$ cat src/rtl/acr_pkg.sv
package acr_pkg;
  localparam int OUTCOME_W  = 7;
  localparam int NUM_COPIES = 4;
  localparam int FIRST_COPY = 3;
  localparam logic [5:0] HYP_TRAP_CODE = 6'h03;

  typedef enum logic [2:0] {
    OUT_UNDEF    = 3'd0,
    OUT_TRAP_HYP = 3'd1,
    OUT_TRAP_MON = 3'd2,
    OUT_VIRT     = 3'd3,
    OUT_NS       = 3'd4,
    OUT_SEC      = 3'd5,
    OUT_SINGLE   = 3'd6
  } outcome_e;

  typedef struct packed {
    logic [NUM_COPIES-1:0] rdHit;
    logic [NUM_COPIES-1:0] wrHit;
  } bank_strobe_t;
endpackage

$ cat src/rtl/acr_decide.sv
module acr_decide
  import acr_pkg::*;
(
  input  logic                 clk,
  input  logic                 rst_n,
  input  logic [1:0]           accLevel,
  input  logic                 lvl2En,
  input  logic                 lvl3Present,
  input  logic                 undefPrio,
  input  logic                 undefLate,
  input  logic                 irqRoute,
  input  logic                 fiqRoute,
  input  logic                 hypT12,
  input  logic                 hypTc,
  input  logic                 hypFiqVirt,
  input  logic                 hypIrqVirt,
  input  logic                 sreL1,
  input  logic                 sreL2,
  input  logic                 sreL3,
  input  logic                 nsState,
  input  logic                 wrEn,
  output logic [OUTCOME_W-1:0] outcome,
  output logic [5:0]           trapCode,
  output bank_strobe_t         strobe
);
  outcome_e sel;
  logic monClaims;
  logic earlyUndef;
  logic physCopy;

  assign monClaims  = lvl3Present && irqRoute && fiqRoute;
  assign earlyUndef = monClaims && undefPrio;
  assign physCopy   = lvl3Present ? 1'b1 : 1'b0;

  always_comb begin
    sel = OUT_UNDEF;
    unique case (accLevel)
      2'd0: sel = OUT_UNDEF;
      2'd1: begin
        if (earlyUndef)                              sel = OUT_UNDEF;
        else if (lvl2En && hypT12)                   sel = OUT_TRAP_HYP;
        else if (!sreL1)                             sel = OUT_UNDEF;
        else if (lvl2En && hypTc)                    sel = OUT_TRAP_HYP;
        else if (lvl2En && (hypFiqVirt || hypIrqVirt)) sel = OUT_VIRT;
        else if (monClaims)                          sel = undefLate ? OUT_UNDEF : OUT_TRAP_MON;
        else                                         sel = physCopy ? OUT_NS : OUT_SINGLE;
      end
      2'd2: begin
        if (earlyUndef)                              sel = OUT_UNDEF;
        else if (!sreL2)                             sel = OUT_UNDEF;
        else if (monClaims)                          sel = undefLate ? OUT_UNDEF : OUT_TRAP_MON;
        else                                         sel = physCopy ? OUT_NS : OUT_SINGLE;
      end
      default: begin
        if (!sreL3)                                  sel = OUT_UNDEF;
        else                                         sel = nsState ? OUT_NS : OUT_SEC;
      end
    endcase
  end

  assign outcome  = OUTCOME_W'(1) << sel;
  assign trapCode = (sel == OUT_TRAP_HYP) ? HYP_TRAP_CODE : 6'h00;

  always_comb begin
    for (int c = 0; c < NUM_COPIES; c++) begin
      strobe.rdHit[c] = outcome[FIRST_COPY + c];
      strobe.wrHit[c] = outcome[FIRST_COPY + c] && wrEn;
    end
  end

  assert_one_hot_R2: assert property (@(posedge clk) disable iff (!rst_n)
    $countones(outcome) == 1);
  assert_lvl0_undef_R1: assert property (@(posedge clk) disable iff (!rst_n)
    (accLevel == 2'd0) |-> outcome[0]);
  assert_trap_code_R11: assert property (@(posedge clk) disable iff (!rst_n)
    (trapCode == HYP_TRAP_CODE) == outcome[1]);
  assert_lvl3_enable_R10: assert property (@(posedge clk) disable iff (!rst_n)
    (accLevel == 2'd3 && !sreL3) |-> outcome[0]);
  assert_write_strobe_R13: assert property (@(posedge clk) disable iff (!rst_n)
    !wrEn |-> (strobe.wrHit == '0));
endmodule

$ cat src/rtl/acr_bank.sv
module acr_bank
  import acr_pkg::*;
#(
  parameter int          DATA_W   = 32,
  parameter int          WR_BITS  = 2,
  parameter logic [31:0] FEATURES = 32'h000C_2500
) (
  input  logic              clk,
  input  logic              rst_n,
  input  bank_strobe_t      strobe,
  input  logic [DATA_W-1:0] wrData,
  output logic [DATA_W-1:0] rdData
);
  localparam int RO_W = DATA_W - WR_BITS;
  localparam logic [RO_W-1:0] RO_VALUE = FEATURES[DATA_W-1:WR_BITS];

  logic [WR_BITS-1:0] ctlBits [NUM_COPIES];

  for (genvar c = 0; c < NUM_COPIES; c++) begin : g_copy
    always_ff @(posedge clk or negedge rst_n) begin
      if (!rst_n)               ctlBits[c] <= '0;
      else if (strobe.wrHit[c]) ctlBits[c] <= wrData[WR_BITS-1:0];
    end

    assert_hold_unselected_R13: assert property (@(posedge clk) disable iff (!rst_n)
      !strobe.wrHit[c] |=> $stable(ctlBits[c]));
    assert_take_write_R13: assert property (@(posedge clk) disable iff (!rst_n)
      strobe.wrHit[c] |=> (ctlBits[c] == $past(wrData[WR_BITS-1:0])));
  end

  always_comb begin
    rdData = '0;
    for (int c = 0; c < NUM_COPIES; c++)
      if (strobe.rdHit[c]) rdData = rdData | {RO_VALUE, ctlBits[c]};
  end

  assert_read_idle_R12: assert property (@(posedge clk) disable iff (!rst_n)
    (strobe.rdHit == '0) |-> (rdData == '0));
endmodule

$ cat src/rtl/ctl_access_router.sv
module ctl_access_router
  import acr_pkg::*;
#(
  parameter int          DATA_W   = 32,
  parameter int          WR_BITS  = 2,
  parameter logic [31:0] FEATURES = 32'h000C_2500
) (
  input  logic              clk,
  input  logic              rst_n,
  input  logic [1:0]        accLevel,
  input  logic              lvl2En,
  input  logic              lvl3Present,
  input  logic              undefPrio,
  input  logic              undefLate,
  input  logic              irqRoute,
  input  logic              fiqRoute,
  input  logic              hypT12,
  input  logic              hypTc,
  input  logic              hypFiqVirt,
  input  logic              hypIrqVirt,
  input  logic              sreL1,
  input  logic              sreL2,
  input  logic              sreL3,
  input  logic              nsState,
  input  logic              wrEn,
  input  logic [DATA_W-1:0] wrData,
  output logic [6:0]        outcome,
  output logic [5:0]        trapCode,
  output logic [DATA_W-1:0] rdData
);
  bank_strobe_t strobe;

  acr_decide u_decide (
    .clk(clk), .rst_n(rst_n), .accLevel(accLevel), .lvl2En(lvl2En),
    .lvl3Present(lvl3Present), .undefPrio(undefPrio), .undefLate(undefLate),
    .irqRoute(irqRoute), .fiqRoute(fiqRoute), .hypT12(hypT12), .hypTc(hypTc),
    .hypFiqVirt(hypFiqVirt), .hypIrqVirt(hypIrqVirt), .sreL1(sreL1),
    .sreL2(sreL2), .sreL3(sreL3), .nsState(nsState), .wrEn(wrEn),
    .outcome(outcome), .trapCode(trapCode), .strobe(strobe)
  );

  acr_bank #(.DATA_W(DATA_W), .WR_BITS(WR_BITS), .FEATURES(FEATURES)) u_bank (
    .clk(clk), .rst_n(rst_n), .strobe(strobe), .wrData(wrData), .rdData(rdData)
  );
endmodule

$ cat config.mk
export PLATFORM = sky130hd
export DESIGN_NAME = ctl_access_router
export DESIGN_NICKNAME = d
export VERILOG_FILES = /design/src/rtl/acr_pkg.sv /design/src/rtl/acr_decide.sv /design/src/rtl/acr_bank.sv /design/src/rtl/ctl_access_router.sv
export SDC_FILE = /design/constraint.sdc
export NUM_CORES = 1
export LEC_CHECK = 0
export ABC_AREA = 1
export CORE_MARGIN = 3
export CORE_UTILIZATION = 30
export DETAILED_ROUTE_END_ITERATION = 10
export GPL_ROUTABILITY_DRIVEN = 0
export PLACE_DENSITY_LB_ADDON = 0.05
export SETUP_SLACK_MARGIN = 0.02
export SYNTH_ARGS = -nofsm -noshare
export SYNTH_HDL_FRONTEND = slang
export SYNTH_HIERARCHICAL = 1
export SYNTH_SLANG_ARGS = --single-unit
$ cat constraint.sdc
create_clock -name clk -period 2.3 [get_ports clk]
set_input_delay 0.46 -clock clk [delete_from_list [all_inputs] [get_ports clk]]
set_output_delay 0.46 -clock clk [all_outputs]
set_load 0.05 [all_outputs]
Word level (Yosys, flattened, before mapping):

Index checks and enable logic that the tools add are counted.

* reduce and logical (&&, ||, !) cells: 12
* magnitude comparators: 0
* multiply operators: 0
* shift-type cells: 1
* equal/unequal tests: 3
* bitwise logic cells: 3
* mux-type cells: 19
* add/sub/neg operators: 0
* div/mod/pow operators: 0

Operator list (number)
* $mux 32: 3
* $or 32x20->32: 3
* $mux 3: 9
* $mux 20: 1
* $logic_and 1x1->1: 10
* $pmux 3 s3: 1
* $shl 1x3->7 const A: 1
* $mux 2: 3
* $eq 3x1->1 const B: 1
* $eq 2x1->1 const B: 1
* $eq 2x2->1 const B: 1
* $logic_not 2->1: 1
* $mux 1: 2
* $logic_or 1x1->1: 1

* input bits: 51
* memory bits (read-only): 0
* output and inout port bits: 45
* logic and storage cells: 42
* register bits after elaboration: 8
* bits in latches: 0
* bits in writable memories: 0
* memories kept: 0

Longest topological paths before layout:

Gate-level depths: netlist of run 1.

* depth in word-level cells: 17
* depth in mapped cells: 14
* gate-level depth less buffers: 13

Modules after synthesis:

Netlist of run 1, hierarchy kept.

Modules (own cells, without submodules)
* acr_bank: cells each 83, times used 1, area each 600.6 um^2, seq. area each 200.2 um^2
* acr_decide: cells each 72, times used 1, area each 360.3 um^2, seq. area each 0.0 um^2

Worst setup path before layout of run 1:

Ideal clock, no wire load.

* path kind: input to output
* start point: in hypIrqVirt
* end point: out rdData[10]
* stages on the path: 11
* data required time: 1.840 ns
* arrival: 2.348 ns
* path buffers: 2
* slack: -0.508 ns
* cells stage by stage: o21ai_1 inv_1 nor2_1 o21ai_2 nor2_1 nand2_2 inv_1 buf_4 nor2_1 nand2_1 buf_4

* elaborated cells between the ends (all ways): 16
* those cells by class: shift: 1; mux: 10; bitwise: 3; reduce/logical: 2

RTL lines
* start, declared: RTL line ctl_access_router.sv:20 `input logic hypIrqVirt,`
* $logic_or 1x1->1 *: RTL line acr_decide.sv:44 `else if (lvl2En && (hypFiqVirt || hypIrqVirt)) sel = OUT_VIRT;`
* $logic_and 1x1->1 *: RTL line acr_decide.sv:44
* $mux 3 *: RTL line acr_decide.sv:44
* $mux 3 *: RTL line acr_decide.sv:43 `else if (lvl2En && hypTc) sel = OUT_TRAP_HYP;`
* $mux 3 *: RTL line acr_decide.sv:42 `else if (!sreL1) sel = OUT_UNDEF;`
* $mux 3 *: RTL line acr_decide.sv:41 `else if (lvl2En && hypT12) sel = OUT_TRAP_HYP;`
* $mux 3 *: RTL line acr_decide.sv:40 `if (earlyUndef) sel = OUT_UNDEF;`
* $pmux 3 s3 *: RTL line acr_decide.sv:37 `unique case (accLevel)`
* $shl 1x3->7 *: RTL line acr_decide.sv:61 `assign outcome = OUTCOME_W'(1) << sel;`
* via outcome[4]: RTL line ctl_access_router.sv:27 `output logic [6:0] outcome,`
* $mux 32 *: RTL line acr_bank.sv:34 `if (strobe.rdHit[c]) rdData = rdData | {RO_VALUE, ctlBits[c]};`
* $or 32x20->32: RTL line acr_bank.sv:34
* $mux 32 *: RTL line acr_bank.sv:34
* $or 32x20->32: RTL line acr_bank.sv:34
* $mux 32 *: RTL line acr_bank.sv:34
* end, declared: RTL line ctl_access_router.sv:29 `output logic [DATA_W-1:0] rdData`

Mark *: on every way through the listed nets, which the timed path passes. The rest lies on a longest branch.

Final worst setup path of run 1:

* start point: in lvl2En
* end point: out outcome[4]

* cells in the longest elaborated chain, start to end: 8
* elaborated cells between the ends (all ways): 10
* those cells by class: shift: 1; mux: 6; reduce/logical: 3

Ends and longest elaborated chain
* start, declared: RTL line ctl_access_router.sv:11 `input logic lvl2En,`
* $logic_and 1x1->1: RTL line acr_decide.sv:44
* $mux 3: RTL line acr_decide.sv:44
* $mux 3: RTL line acr_decide.sv:43
* $mux 3: RTL line acr_decide.sv:42
* $mux 3 *: RTL line acr_decide.sv:41
* $mux 3 *: RTL line acr_decide.sv:40
* $pmux 3 s3 *: RTL line acr_decide.sv:37
* $shl 1x3->7 *: RTL line acr_decide.sv:61
* end, declared: RTL line ctl_access_router.sv:27

Mark *: on every way between the ends. The rest lies on a longest branch, timed or not.

==> impl_results.md, run 1 <==
* Port Buffers at 36
* DIE AREA at roughly 0.0039 sq mm
* Initial antenna violation count at 0
* Largest register by flop count: u_bank/ctlBits
* LEAKAGE at 0.909 nW
* DR iter-0 viols at 32
* Worst EP arrival at ~1800 ps
* Post-Syn Area per Cell at a little over 6 sq um
* Post-layout min period at roughly 2300 ps
* Status: completed
* Setup Viol. Count Final at 0
* First-pass GRT wire length at just over 4 mm
* Htree depth at 1
* I/O pin count at 96
* Switch share at 0.475
* Starting Density at 0.331
* Placeable Area at between 0.002 and 0.003 sq mm
* CTS Buffer Depth at 2
* Vias per cell at between 3 and 4
* Library cells used by synthesis at 15
* GRT Overall Usage at 0.125
* Routed len/inst at 9.44 um
* Max Fclk at ~440 MHz
* Routed wire length at around 2.4 mm
* Vias in the first global route at 941
* Register share of total power at 0.256
* Max reg flops at 8
* Int Power at about 0.43 mW
* Clk_lat worst skew at 240 ps
* Pre-Repair DR Iteration Count at 4
* Crit start category: input pin
* Ranking of synthesized cells by area: buf_4, dfrtp_1, nand2_1, inv_1, o21ai_0
* Row count at 19
* WP data required at 1840 ps
* Largest net degree at the start of global routing at 9
* Layout area overhead at 84.5%
* Root buf cell: clkbuf_4
* Drt drc at 0
* GRT overflow at 0
* Kind of path behind the tightest hold check: input pin to asynchronous set/reset pin
* Max cap viols at 0
* RSZ-0062 raised after global routing: yes
* Switch Pwr at 0.386 mW
* Layout Utilization at 0.611
* Synth Warn # at 6
* Comb pwr share at 0.618
* Slew Limit Fails at 0
* Synth Register Bits at 8
* Clock sinks at 8
* Most numerous cell in the Yosys netlist: nand2_1
* Worst hold slack at 497 ps
* Number of CTS-inserted buffers at 3
* Clk_skew at 0 ps
* Fin nets at approximately 270
* Cts hold-fix bufs at 0
* TritonCTS clock tree: built
* Synth cell count leaders: nand2_1, buf_4, inv_1, nor2_1
* Clock power frac at 0.127
* Top FF cell, synth: dfrtp_1
* Final period util at 0.983
* Antenna Cells at 0
* Type of destination of the critical path: output port
* Sequential share of the synthesized area at 0.208
* Clock transition at path regs at 50 ps
* Post-synthesis instance area at roughly 960 sq um
* Worst-path fanout max at 4
* Final-report hold violation count at 0
* Post-synth EDFFs at 0
* Power Total at 0.814 mW
* Die height at 62.6 um
* Biggest regs: u_bank/ctlBits x8
* Synth top area share at 0.305
* Hpwl dp at about 2 mm
* DR vias at roughly 990
* Asr flop ratio synth at 1.00
* Layout cell share with drive strength beyond 1 at 0.531
* Die Wd at between 60 and 70 um
* Remaining antenna violation count at 0
* Type of the worst setup path: input pin to output port
* Cells after Synth at approximately 160
* Yosys top cell by area: buf_4
* Pwr per Cell Area at between 400 and 500 mW/mm^2
* Worst vdd ir at 0.368 mV
==> routing by layer <==
| metal | up-vias | track usage | routed length (um) |
|---|---|---|---|
| met5 | - | 0 | 0 |
| met4 | 0 | 0.0413 | 50 |
| met3 | 6 | 0.0144 | 173 |
| met2 | 49 | 0.218 | 1200 |
| met1 | 425 | 0.157 | 982 |
| li1 | 506 | - | - |
==> metrics by stage <==
step	setup TNS (ps)	setup WS, ps	cells	area [sq um]
finish	0	39.0	255	1770
floorplan	-1090	-185	182	1180
global placement	-4610	-401	240	1500
CTS	0	22.6	252	1670
global route	-380	-51.4	255	1770
detailed placement	-5060	-437	240	1500
==> path summary, 6_finish.rpt <==
check	from	endpoint	slack, ps	cells after the start
setup / recovery	lvl2En	outcome[4]	40	12
hold / removal	rst_n	u_bank/ctlBits[1]	500	1
setup reg to reg	u_bank/ctlBits[7]	u_bank/ctlBits[7]	1650	2
hold reg to reg	u_bank/ctlBits[1]	u_bank/ctlBits[1]	520	2
max in group asynchronous	rst_n	u_bank/ctlBits[4]	1540	1
min in group clk	u_bank/ctlBits[1]	u_bank/ctlBits[1]	520	2
==> kinds of logic after synthesis <==
group                  share of synthesized area
and+or+nand+nor                            0.309
buffers and inverters                      0.414
AOI/OAI and AO/OA                         0.0612
DFF                                        0.208
other                                    0.00782
==> critical path, cell delays in order <==
cell,delay [ps]
buf_8,110
nand2_4,70
inv_4,30
nor2_4,130
nand3_4,110
o21ai_4,200
nor2_2,60
nand2_2,80
clkinvlp_4,130
buf_4,150
buf_4,130
buf_12,140
==> cell usage in the layout, fill, tap and decap left out, drive strengths merged <==
cell	instances
buf	58
o21ai	11
clkdlybuf4s50	4
dlygate4sd2	3
nand3	5
inv	25
nor2	16
clkinvlp	3
nor3	2
clkbuf	5
dfrtp	8
nand2	43
nand4	1
conb	29
==> final cells by class <==
class	count	area (sq um)
clock buffers	3	22.5
fillers	275	1130
inverters	28	121
multi-input cells	107	666
flip-flops and latches	8	200
well taps	42	52.6
repair buffers	67	711
==> repair_timing <==
item / in CTS / in global routing
buffers inserted: 9 / 3
resized for setup: 90 / 19
pin swaps: 33 / 25
endpoints found under the setup margin: 16 / 14
==> power by group through the flow <==
stage	logic (mW)	clock network (mW)	registers, mW
after floorplan	0.357	0	0.200
after global routing	0.533	0.123	0.211
final	0.503	0.103	0.208
after global placement	0.442	0	0.207
after detailed placement	0.446	0	0.208
after CTS	0.484	0.110	0.207
Note: power is estimated with default switching activity, not from simulation.
==> inputs of run 2 (changes only) <==
CORE_UTILIZATION = 32   (was 30)
clock period = 2.9 ns   (was 2.3 ns; I/O delays follow)
==> run 2 against run 1 <==
- combinational power decreased by 28%
- global-route usage decreased by 0.71 points
- sequential cell count unchanged
- worst setup slack improved by 120 ps
- sequential share of layout area increased by 2.0 points
- clock power decreased by 17%
- critical path depth unchanged
- die area decreased by 5.7%
- non-clock buffer count decreased by 20
- hold slack improved by 24 ps
==> impl_results.md, run 2 (synthesis gave the netlist of run 1 again) <==
* Status: completed
* Die Wd at a little over 60 um
* Most frequent cells in the layout: nand2_1, conb_1, inv_1
* Routed wire length at ~2.1 mm
* Max reg flops at 8
* Largest register by flop count: u_bank/ctlBits
* Placeable Area at 0.00281 sq mm
* Crit path top cell by count: nor2_2
* Design Area, Final at between 0.0015 and 0.002 sq mm
* Largest net degree at the start of global routing at 9
* Type of destination of the critical path: output port
* Post-layout min period at 2740 ps
* Max Fclk at roughly 360 MHz
* GRT Overall Usage at 0.117
* Pre-CTS setup slack at -60.0 ps
* Vias per cell at about 4
* Antenna Cells at 0
* Routed len/inst at between 9 and 10 um
* Drt drc at 0
* Root buf cell: clkbuf_4
* Max cap viols at 0
* Die height at about 60 um
* DR vias at 895
* Layout area overhead at 57.0%
* TritonCTS clock tree: built
* Clk_lat worst skew at ~250 ps
* Crit start category: input pin
* DR iter-0 viols at 18
* I/O pin count at 96
* Worst EP arrival at 2160 ps
* Worst vdd ir at roughly 0.24 mV
* Crit-path cells: clkdlybuf4s50_1, o21ai_2, inv_1, nor2_4, nor2_2, nor2_2, nor2_2, nand2_1, inv_2, nor2_2, nand2_4, buf_12
* Setup Viol. Count Final at 0
* Vias in the first global route at about 770
* Final period util at 0.945
* Placed insts at between 200 and 250
* Htree depth at 1
* RSZ-0062 raised after global routing: no
* Clock transition at path regs at approximately 50 ps
* WP data required at 2320 ps
* Pre-Repair DR Iteration Count at 4
* CP peak stage delay at ~400 ps
* Hold Path Stages at 2
* CTS Buffer Depth at 2
* Cts hold-fix bufs at 0
* Port Buffers at 36
* Post-route setup TNS at 0 ps
* Slew Limit Fails at 0
* Number of CTS-inserted buffers at 3
* Pwr per Cell Area at between 400 and 500 mW/mm^2
* Starting Density at 0.343
* Clk_skew at 0 ps
* PnR worst setup slack at 158 ps
* Type of the worst setup path: input pin to output port
* Final-report hold violation count at 0
* Power Total at between 0.6 and 0.7 mW
* LEAKAGE at roughly 0.85 nW
* Row count at 19
* Hpwl dp at about 1.9 mm
* Initial antenna violation count at 0
* Layout cell share with drive strength beyond 1 at 0.295
* Fin nets at approximately 250
* Worst-path fanout max at 5
* Worst Reg-to-Reg Cells at 2
* First-pass GRT wire length at about 3.3 mm
* Biggest regs: u_bank/ctlBits x8
* Final cell count without fillers at between 200 and 250
* Remaining antenna violation count at 0
* CP max-delay cell: clkdlybuf4s50_1
* Kind of path behind the tightest hold check: register to register
* DIE AREA at about 0.0037 sq mm
* Placed cell area at ~0.0014 sq mm
* Commonest non-fill, non-tap cell in the layout: nand2_1
* Clock sinks at 8
* GRT overflow at 0
-- run 2: final cells by class --
type,count,area [sq um]
fillers,287,1300
flip-flops and latches,8,200
multi-input cells,107,524
well taps,31,38.8
repair buffers,47,616
clock buffers,3,22.5
inverters,28,108
-- run 2: repair_timing --
action | in CTS | in global routing
gates cloned | 0 | 0
setup buffers | 0 | 1
pin swaps | 2 | 5
resized for setup | 8 | 20
endpoints found under the setup margin | 5 | 9
-- run 2: where the power goes --
part	total (mW)	internal (mW)	switching, mW
Combinational	0.363	0.131	0.232
Clock	0.0850	0.0474	0.0377
Sequential	0.161	0.144	0.0167
Total	0.609	0.322	0.286
-- run 2: metrics by stage --
stage | util | hold WS, ps
2_1_floorplan | - | 284
3_3_place_gp | 0.501 | 511
3_5_place_dp | 0.501 | 516
4_1_cts | 0.518 | 525
5_1_grt | 0.538 | 561
6_report | 0.538 | 521
-- run 2: path summary, 6_finish.rpt --
check / start / to / slack [ps]
max in group asynchronous: rst_n / u_bank/ctlBits[5] / 2030
min in group asynchronous: rst_n / u_bank/ctlBits[0] / 610
setup reg to reg: u_bank/ctlBits[2] / u_bank/ctlBits[2] / 2270
setup / recovery: hypIrqVirt / rdData[18] / 160
hold reg to reg: u_bank/ctlBits[7] / u_bank/ctlBits[7] / 520
hold / removal: u_bank/ctlBits[7] / u_bank/ctlBits[7] / 520
-- run 2: worst max-delay path, delay by kind of cell --
| family | cells | cell delay [ps] |
|---|---|---|
| and+or+nand+nor | 7 | 690 |
| buffers and inverters | 4 | 720 |
| AOI/OAI and AO/OA | 1 | 160 |
-- run 2: routing by layer --
layer / up-vias / GRT usage / part of all wire
met2: 44 / 0.202 / 0.50
met4: 0 / 0.0372 / 0
met1: 386 / 0.148 / 0.42
li1: 465 / - / -
met5: - / 0 / 0
met3: 0 / 0.0213 / 0.080
